===== config.mk =====
export PLATFORM = sky130hd
export DESIGN_NAME = pgwr_buffer
export DESIGN_NICKNAME = d
export VERILOG_FILES = /design/src/rtl/pgwr_pkg.sv /design/src/rtl/pgwr_prot.sv /design/src/rtl/pgwr_slots.sv /design/src/rtl/pgwr_commit.sv /design/src/rtl/pgwr_buffer.sv
export SDC_FILE = /design/constraint.sdc
export NUM_CORES = 1
export LEC_CHECK = 0
export BUFFER_PORTS_ARGS = -buffer_cell sky130_fd_sc_hd__buf_2
export CAP_MARGIN = 20
export CORE_MARGIN = 1
export CORE_UTILIZATION = 55
export CTS_CLUSTER_DIAMETER = 50
export CTS_CLUSTER_SIZE = 28
export DETAILED_ROUTE_END_ITERATION = 7
export PLACE_DENSITY = 0.76
export SETUP_SLACK_MARGIN = 0.15
export SLEW_MARGIN = 20
export SYNTH_ARGS = -nofsm -noshare
export SYNTH_HDL_FRONTEND = slang
export SYNTH_HIERARCHICAL = 1
export SYNTH_SLANG_ARGS = --single-unit
export TNS_END_PERCENT = 10

===== constraint.sdc =====
create_clock -name clk -period 2.82 [get_ports clk]
set_input_delay 0.141 -clock clk [delete_from_list [all_inputs] [get_ports clk]]
set_output_delay 0.141 -clock clk [all_outputs]
set_load 0.02 [all_outputs]

===== src/rtl/pgwr_pkg.sv =====
package pgwr_pkg;
   typedef enum logic [1:0] {
      PG_IDLE    = 2'd0,
      PG_COLLECT = 2'd1,
      PG_COMMIT  = 2'd2
   } pg_state_e;
endpackage


===== src/rtl/pgwr_prot.sv =====
module pgwr_prot #(
   parameter int ADDR_W   = 8,
   parameter bit HAS_PROT = 1'b1
) (
   input  logic              en_i,
   input  logic [ADDR_W-1:0] lo_i,
   input  logic [ADDR_W-1:0] addr_i,
   output logic              hit_o
);
   generate
      if (HAS_PROT) begin : g_cmp
         assign hit_o = en_i && (addr_i >= lo_i);
      end else begin : g_none
         logic unused_w;
         assign unused_w = en_i ^ (^lo_i) ^ (^addr_i);
         assign hit_o    = 1'b0;
      end
   endgenerate
endmodule


===== src/rtl/pgwr_slots.sv =====
module pgwr_slots #(
   parameter int DATA_W    = 8,
   parameter int ROW_BYTES = 16,
   localparam int OFS_W    = $clog2(ROW_BYTES)
) (
   input  logic                 clk,
   input  logic                 rst_n,
   input  logic                 clear_i,
   input  logic                 wr_i,
   input  logic [OFS_W-1:0]     wr_idx_i,
   input  logic [DATA_W-1:0]    wr_data_i,
   input  logic [OFS_W-1:0]     rd_idx_i,
   output logic                 rd_valid_o,
   output logic [DATA_W-1:0]    rd_data_o,
   output logic                 any_valid_o
);
   logic [ROW_BYTES-1:0] valid_q;
   logic [DATA_W-1:0]    data_q [ROW_BYTES];

   generate
      for (genvar s = 0; s < ROW_BYTES; s++) begin : g_slot
         always_ff @(posedge clk or negedge rst_n) begin
            if (!rst_n) begin
               valid_q[s] <= 1'b0;
               data_q[s]  <= '0;
            end else if (clear_i) begin
               valid_q[s] <= 1'b0;
            end else if (wr_i && (wr_idx_i == OFS_W'(s))) begin
               valid_q[s] <= 1'b1;
               data_q[s]  <= wr_data_i;
            end
         end
      end
   endgenerate

   assign rd_valid_o  = valid_q[rd_idx_i];
   assign rd_data_o   = data_q[rd_idx_i];
   assign any_valid_o = |valid_q;

   AST_STAGE_SETS_VALID: assert property (@(posedge clk) disable iff (!rst_n)
      (wr_i && !clear_i) |=> valid_q[$past(wr_idx_i)]) else $error("stage");
   AST_CLEAR_EMPTIES: assert property (@(posedge clk) disable iff (!rst_n)
      clear_i |=> !any_valid_o) else $error("clear");
endmodule


===== src/rtl/pgwr_commit.sv =====
module pgwr_commit #(
   parameter int ROW_BYTES   = 16,
   parameter int PROG_CYCLES = 20,
   localparam int OFS_W      = $clog2(ROW_BYTES),
   localparam int CNT_W      = $clog2(PROG_CYCLES + 1)
) (
   input  logic             clk,
   input  logic             rst_n,
   input  logic             start_i,
   output logic             busy_o,
   output logic             done_o,
   output logic             scan_act_o,
   output logic [OFS_W-1:0] scan_idx_o
);
   logic [CNT_W-1:0] cnt_q;

   always_ff @(posedge clk or negedge rst_n) begin
      if (!rst_n) begin
         busy_o <= 1'b0;
         cnt_q  <= '0;
      end else if (start_i && !busy_o) begin
         busy_o <= 1'b1;
         cnt_q  <= '0;
      end else if (busy_o) begin
         if (done_o) busy_o <= 1'b0;
         cnt_q <= cnt_q + 1'b1;
      end
   end

   assign done_o     = busy_o && (cnt_q == CNT_W'(PROG_CYCLES - 1));
   assign scan_act_o = busy_o && (cnt_q < CNT_W'(ROW_BYTES));
   assign scan_idx_o = cnt_q[OFS_W-1:0];

   AST_BUSY_NEEDS_START: assert property (@(posedge clk) disable iff (!rst_n)
      $rose(busy_o) |-> $past(start_i)) else $error("busy start");
endmodule


===== src/rtl/pgwr_buffer.sv =====
module pgwr_buffer #(
   parameter int ADDR_W      = 8,
   parameter int DATA_W      = 8,
   parameter int ROW_BYTES   = 16,
   parameter int PROG_CYCLES = 20,
   parameter bit HAS_PROT    = 1'b1,
   localparam int OFS_W      = $clog2(ROW_BYTES),
   localparam int ROW_W      = ADDR_W - OFS_W
) (
   input  logic              clk,
   input  logic              rst_n,
   input  logic              wc_i,
   input  logic              prot_en_i,
   input  logic [ADDR_W-1:0] prot_lo_i,
   input  logic              sel_i,
   input  logic [ADDR_W-1:0] start_addr_i,
   input  logic              byte_vld_i,
   input  logic [DATA_W-1:0] byte_i,
   input  logic              stop_i,
   input  logic              rstart_i,
   output logic              ack_vld_o,
   output logic              ack_o,
   output logic              busy_o,
   output logic              mem_we_o,
   output logic [ADDR_W-1:0] mem_addr_o,
   output logic [DATA_W-1:0] mem_wdata_o
);
   import pgwr_pkg::*;

   generate
      if (ROW_BYTES != (1 << OFS_W)) begin : g_chk_pow2
         $error("ROW_BYTES must be a power of two");
      end
      if (PROG_CYCLES < ROW_BYTES) begin : g_chk_prog
         $error("PROG_CYCLES must cover one scan of the row");
      end
      if (ADDR_W <= OFS_W) begin : g_chk_addr
         $error("ADDR_W must exceed row offset width");
      end
   endgenerate

   pg_state_e        st_q;
   logic [ROW_W-1:0] row_q;
   logic [OFS_W-1:0] ptr_q;
   logic             collecting, take_byte, accept, prot_hit;
   logic             open_txn, start_commit, drop_txn, idle_stop;
   logic             done, scan_act, slot_valid, any_valid;
   logic [OFS_W-1:0] scan_idx;
   logic [ADDR_W-1:0] byte_addr;

   assign collecting   = (st_q == PG_COLLECT);
   assign open_txn     = (st_q == PG_IDLE) && sel_i;
   assign take_byte    = collecting && byte_vld_i;
   assign byte_addr    = {row_q, ptr_q};
   assign accept       = !wc_i && !prot_hit;
   assign start_commit = collecting && stop_i && any_valid;
   assign idle_stop    = collecting && stop_i && !any_valid;
   assign drop_txn     = collecting && rstart_i && !stop_i;

   pgwr_prot #(.ADDR_W(ADDR_W), .HAS_PROT(HAS_PROT)) u_prot (
      .en_i   (prot_en_i),
      .lo_i   (prot_lo_i),
      .addr_i (byte_addr),
      .hit_o  (prot_hit)
   );

   pgwr_slots #(.DATA_W(DATA_W), .ROW_BYTES(ROW_BYTES)) u_slots (
      .clk         (clk),
      .rst_n       (rst_n),
      .clear_i     (open_txn || drop_txn),
      .wr_i        (take_byte && accept),
      .wr_idx_i    (ptr_q),
      .wr_data_i   (byte_i),
      .rd_idx_i    (scan_idx),
      .rd_valid_o  (slot_valid),
      .rd_data_o   (mem_wdata_o),
      .any_valid_o (any_valid)
   );

   pgwr_commit #(.ROW_BYTES(ROW_BYTES), .PROG_CYCLES(PROG_CYCLES)) u_commit (
      .clk        (clk),
      .rst_n      (rst_n),
      .start_i    (start_commit),
      .busy_o     (busy_o),
      .done_o     (done),
      .scan_act_o (scan_act),
      .scan_idx_o (scan_idx)
   );

   always_ff @(posedge clk or negedge rst_n) begin
      if (!rst_n) begin
         st_q  <= PG_IDLE;
         row_q <= '0;
         ptr_q <= '0;
      end else begin
         unique case (st_q)
            PG_IDLE: if (sel_i) begin
               st_q  <= PG_COLLECT;
               row_q <= start_addr_i[ADDR_W-1:OFS_W];
               ptr_q <= start_addr_i[OFS_W-1:0];
            end
            PG_COLLECT: begin
               if (start_commit)                st_q <= PG_COMMIT;
               else if (idle_stop || drop_txn)  st_q <= PG_IDLE;
               if (take_byte) ptr_q <= ptr_q + 1'b1;
            end
            PG_COMMIT: if (done) st_q <= PG_IDLE;
            default: st_q <= PG_IDLE;
         endcase
      end
   end

   always_ff @(posedge clk or negedge rst_n) begin
      if (!rst_n) begin
         ack_vld_o <= 1'b0;
         ack_o     <= 1'b0;
      end else begin
         ack_vld_o <= take_byte;
         ack_o     <= take_byte && accept;
      end
   end

   assign mem_we_o   = scan_act && slot_valid;
   assign mem_addr_o = {row_q, scan_idx};

   AST_NACK_WHEN_WC: assert property (@(posedge clk) disable iff (!rst_n)
      (take_byte && wc_i) |=> (ack_vld_o && !ack_o)) else $error("wc");
   AST_NACK_WHEN_PROT: assert property (@(posedge clk) disable iff (!rst_n)
      (take_byte && prot_hit) |=> (ack_vld_o && !ack_o)) else $error("prot");
   AST_ACK_ONE_LATER: assert property (@(posedge clk) disable iff (!rst_n)
      ack_vld_o |-> $past(byte_vld_i)) else $error("ack timing");
   AST_WE_INSIDE_BUSY: assert property (@(posedge clk) disable iff (!rst_n)
      mem_we_o |-> busy_o) else $error("we outside busy");
   AST_SEL_IGNORED_BUSY: assert property (@(posedge clk) disable iff (!rst_n)
      (busy_o && !done && sel_i) |=> busy_o) else $error("sel busy");
   AST_RSTART_NO_COMMIT: assert property (@(posedge clk) disable iff (!rst_n)
      drop_txn |=> !busy_o) else $error("rstart");
   AST_EMPTY_STOP_IDLE: assert property (@(posedge clk) disable iff (!rst_n)
      idle_stop |=> !busy_o) else $error("empty stop");
endmodule


==> impl_metrics.py <==
metrics = {
    "synth": {
        "synth_flop_cell": "dfrtp_1",
        "syn_area_um2": 7770,
        "synth_seq_cells": 162,
        "ys_warn_count": 6,
        "syn_nets": 574,
        "ys_types": 49,
        "yosysSeqAreaShare_pct": 52.2,
        "syn_avg_cell_area_um2": 14.6,
        "synthCells": 532,
        "ys_async_sr_fraction_pct": 100,
        "synth_edf_count": 0,
    },
    "power_and_ir_drop": {
        "switching_share_pct": 31.4,
        "p_sw_w": 0.00271,
        "p_leak_nw": 4.58,
        "intPower_w": 0.00592,
        "power_density_nw_per_um2": 946,
        "ir_drop_v": 0.000525,
        "power_frac_clock_pct": 27.4,
        "power_frac_seq_pct": 40.5,
        "combPwrFrac_pct": 32.1,
    },
    "placement": {
        "gp_congestion": 0.826,
        "place_ws_ns": 0.0431,
        "port_buffers": 51,
        "dpl.hpwl_um": 11200,
    },
    "floorplanning": {
        "initial_core_util_pct": 56.2,
        "rows": 43,
        "die_y_um": 121,
        "fp.coreArea_um2": 13800,
        "pin_count": 52,
        "die_w_um": 121,
        "dieArea_um2": 14600,
    },
    "timing": {
        "fmax_mhz": 382,
        "period_share_pct": 92.8,
        "totalNegativeSetupSlack_ns": 0,
        "tightest_slew_ns": 0.888,
        "hold_violations": 0,
        "fin_ws_ns": 0.202,
        "skew_ns": 0.00833,
        "max-slew-margin-rel_pct": 40.7,
        "hold_slack_ns": 0.0161,
        "finalSetupViolations": 0,
        "slew_violations": 0,
        "rsz0062_at_grt": "true",
        "period_needed_ns": 2.62,
    },
    "cts": {
        "cts_root_buffer": "clkbuf_16",
        "numCtsBuffers": 17,
        "worstSkewPairLatency_ns": 0.43,
        "cts.sinks": 162,
        "clkTransAtPathRegs_ns": 0.06,
        "cts_tree": "built",
        "clk_path_buf_depth": 2,
        "htreeDepth": 4,
    },
    "cells_and_area": {
        "layout_commonest_cell": "dfrtp_1",
        "drive_gt1_share_pct": 45.9,
        "antenna_cells": 0,
        "final_cell_mix": "dfrtp_1, mux2_2, buf_2, inv_1, nand2_1",
        "fillers": 948,
        "synthToLayoutAreaGrowth_pct": 17.3,
        "layout.nets": 647,
        "multi_input_area_um2": 3450,
        "seq_area_um2": 4060,
    },
    "routing": {
        "via_per_inst": 6.09,
        "ant_nets": 0,
        "drc": 0,
        "drt-initial-drc-count": 367,
        "firstDrtPassIters": 4,
        "drt_wl_total_um": 17500,
        "wl_per_cell_um": 21.9,
        "vias": 4856,
    },
    "setup_path": {
        "endpoint_kind": "primary output",
        "worstSetupStartpointType": "flip-flop",
        "cp_data_required_time_ns": 2.68,
        "cp_max_fo": 17,
        "crit_type": "flip-flop to primary output",
        "worst_ep_arrival_time_ns": 2.48,
    },
    "grt": {
        "track_usage_pct": 26.1,
        "grt_max_degree": 73,
        "antenna_found_initial": 0,
        "grt_pass1_vias": 5034,
        "grt_first_pass_wirelength_um": 27800,
        "grt_overflow": 0,
    },
    "job": {
        "cap_violations": 0,
    },
    "outcome": {
        "status": "completed",
    },
    "worst_hold_path": {
        "hp-class": "input port to flip-flop",
    },
}
## layout make-up
cell class	instances	share of cell area [%]
Clock inverter	9	1.43
Multi-Input combinational cell	312	37.9
Sequential cell	162	44.5
Timing Repair Buffer	88	7.51
Inverter	24	0.988
Tap cell	180	2.47
Clock buffer	22	5.20
## power groups by stage
stage | logic, W | registers [W] | clock network [W]
floorplan | 0.00211 | 0.00337 | 0
global placement | 0.00261 | 0.00344 | 0
detailed placement | 0.00269 | 0.00350 | 0
CTS | 0.00273 | 0.00347 | 0.00239
global route | 0.00298 | 0.00358 | 0.00248
finish | 0.00277 | 0.00349 | 0.00236
## cells in the mapped netlist, types with 2 or more instances
cell type / number / area [um2]
a211oi_1: 3 / 22.5
a21o_1: 6 / 45.0
a21oi_1: 5 / 25.0
a22oi_1: 18 / 135
a2bb2oi_1: 2 / 17.5
and2_1: 5 / 31.3
and3_1: 5 / 31.3
and4bb_1: 2 / 25.0
buf_2: 7 / 35.0
buf_4: 7 / 52.6
buf_6: 7 / 78.8
clkbuf_1: 10 / 37.5
dfrtp_1: 162 / 4050
ha_1: 10 / 125
inv_1: 24 / 90.1
mux2_2: 132 / 1490
mux2_4: 2 / 30.0
mux2i_1: 6 / 60.1
mux4_1: 20 / 526
mux4_2: 15 / 338
nand2_1: 22 / 82.6
nand2_2: 3 / 18.8
nand2b_1: 2 / 12.5
nand3_1: 2 / 10.0
nand3b_1: 2 / 15.0
nand4_1: 3 / 18.8
nor2_1: 5 / 18.8
nor2_2: 2 / 12.5
nor2b_1: 5 / 31.3
nor3b_1: 2 / 15.0
nor4_1: 4 / 25.0
o21ai_0: 11 / 55.1
o21ai_1: 5 / 25.0
## cell families (layout without fill, tap and decap cells)
logic type	count (synthesis)	count (layout)	synth area share, %
and+or+nand+nor	72	72	5.67
muxes	176	176	31.7
adders and majority gates	10	10	1.61
buffers and inverters	58	143	4.27
DFF	162	162	52.2
AOI/OAI and AO/OA	54	54	4.59
## critical path: stages (launching register included)
cell and delay (ns):
dfrtp_4 0.59, buf_12 0.22, mux4_1 0.62, a22oi_2 0.31
nand2_1 0.13, buf_2 0.18
## routing by layer
| layer | vias up | GRT usage [%] | share of wire, % |
|---|---|---|---|
| met1 | 2581 | 34.9 | 43 |
| met3 | 33 | 6.02 | 4.5 |
| met2 | 121 | 41.7 | 50 |
| met5 | - | 0 | 0 |
| met4 | 0 | 9.72 | 2.2 |
| li1 | 2121 | - | - |
## registers in the layout (all words and copies together), names as in the netlist
name and count:
ack_o 1, ack_vld_o 1, ptr_q 4, row_q 4, st_q 2, u_commit/busy_o 1, u_commit/cnt_q 5, u_slots/data_q 128
u_slots/valid_q 16
## final timing paths
path                                                      start                              end  slack [ns]  depth (start not counted)
worst min-delay path                                     stop_i              st_q[0]$_DFFE_PN0P_        0.02                          3
min in group asynchronous                                 rst_n   u_slots/data_q[38]$_DFFE_PN0P_        0.29                          2
max in group asynchronous                                 rst_n   u_slots/valid_q[7]$_DFFE_PN0P_        1.50                          3
worst max-delay path              u_commit/cnt_q[0]$_DFFE_PN0P_                   mem_wdata_o[3]        0.20                          5
worst min register to register  u_slots/data_q[112]$_DFFE_PN0P_  u_slots/data_q[112]$_DFFE_PN0P_        0.50                          1
worst max register to register             ptr_q[2]$_DFFE_PN0P_   u_slots/data_q[11]$_DFFE_PN0P_        0.22                          9
## metrics by stage
stage,total power [W],instances,instance area (um2),util [%]
2_1_floorplan,0.00548,532,7780,-
3_3_place_gp,0.00605,756,8350,60.4
3_5_place_dp,0.00619,756,8350,60.4
4_1_cts,0.00860,795,9040,65.4
5_1_grt,0.00904,797,9110,65.9
6_report,0.00862,797,9110,65.9
## what timing repair did
action | in CTS | in global routing
resized for setup | 1 | 13
setup buffers | 0 | 2
pin swaps | 0 | 5
endpoints found under the hold margin | 76 | 0
gates cloned | 0 | 0
endpoints found under the setup margin | 82 | 125
hold buffers | 8 | 0
No activity file was read; power rests on OpenSTA's default activity.
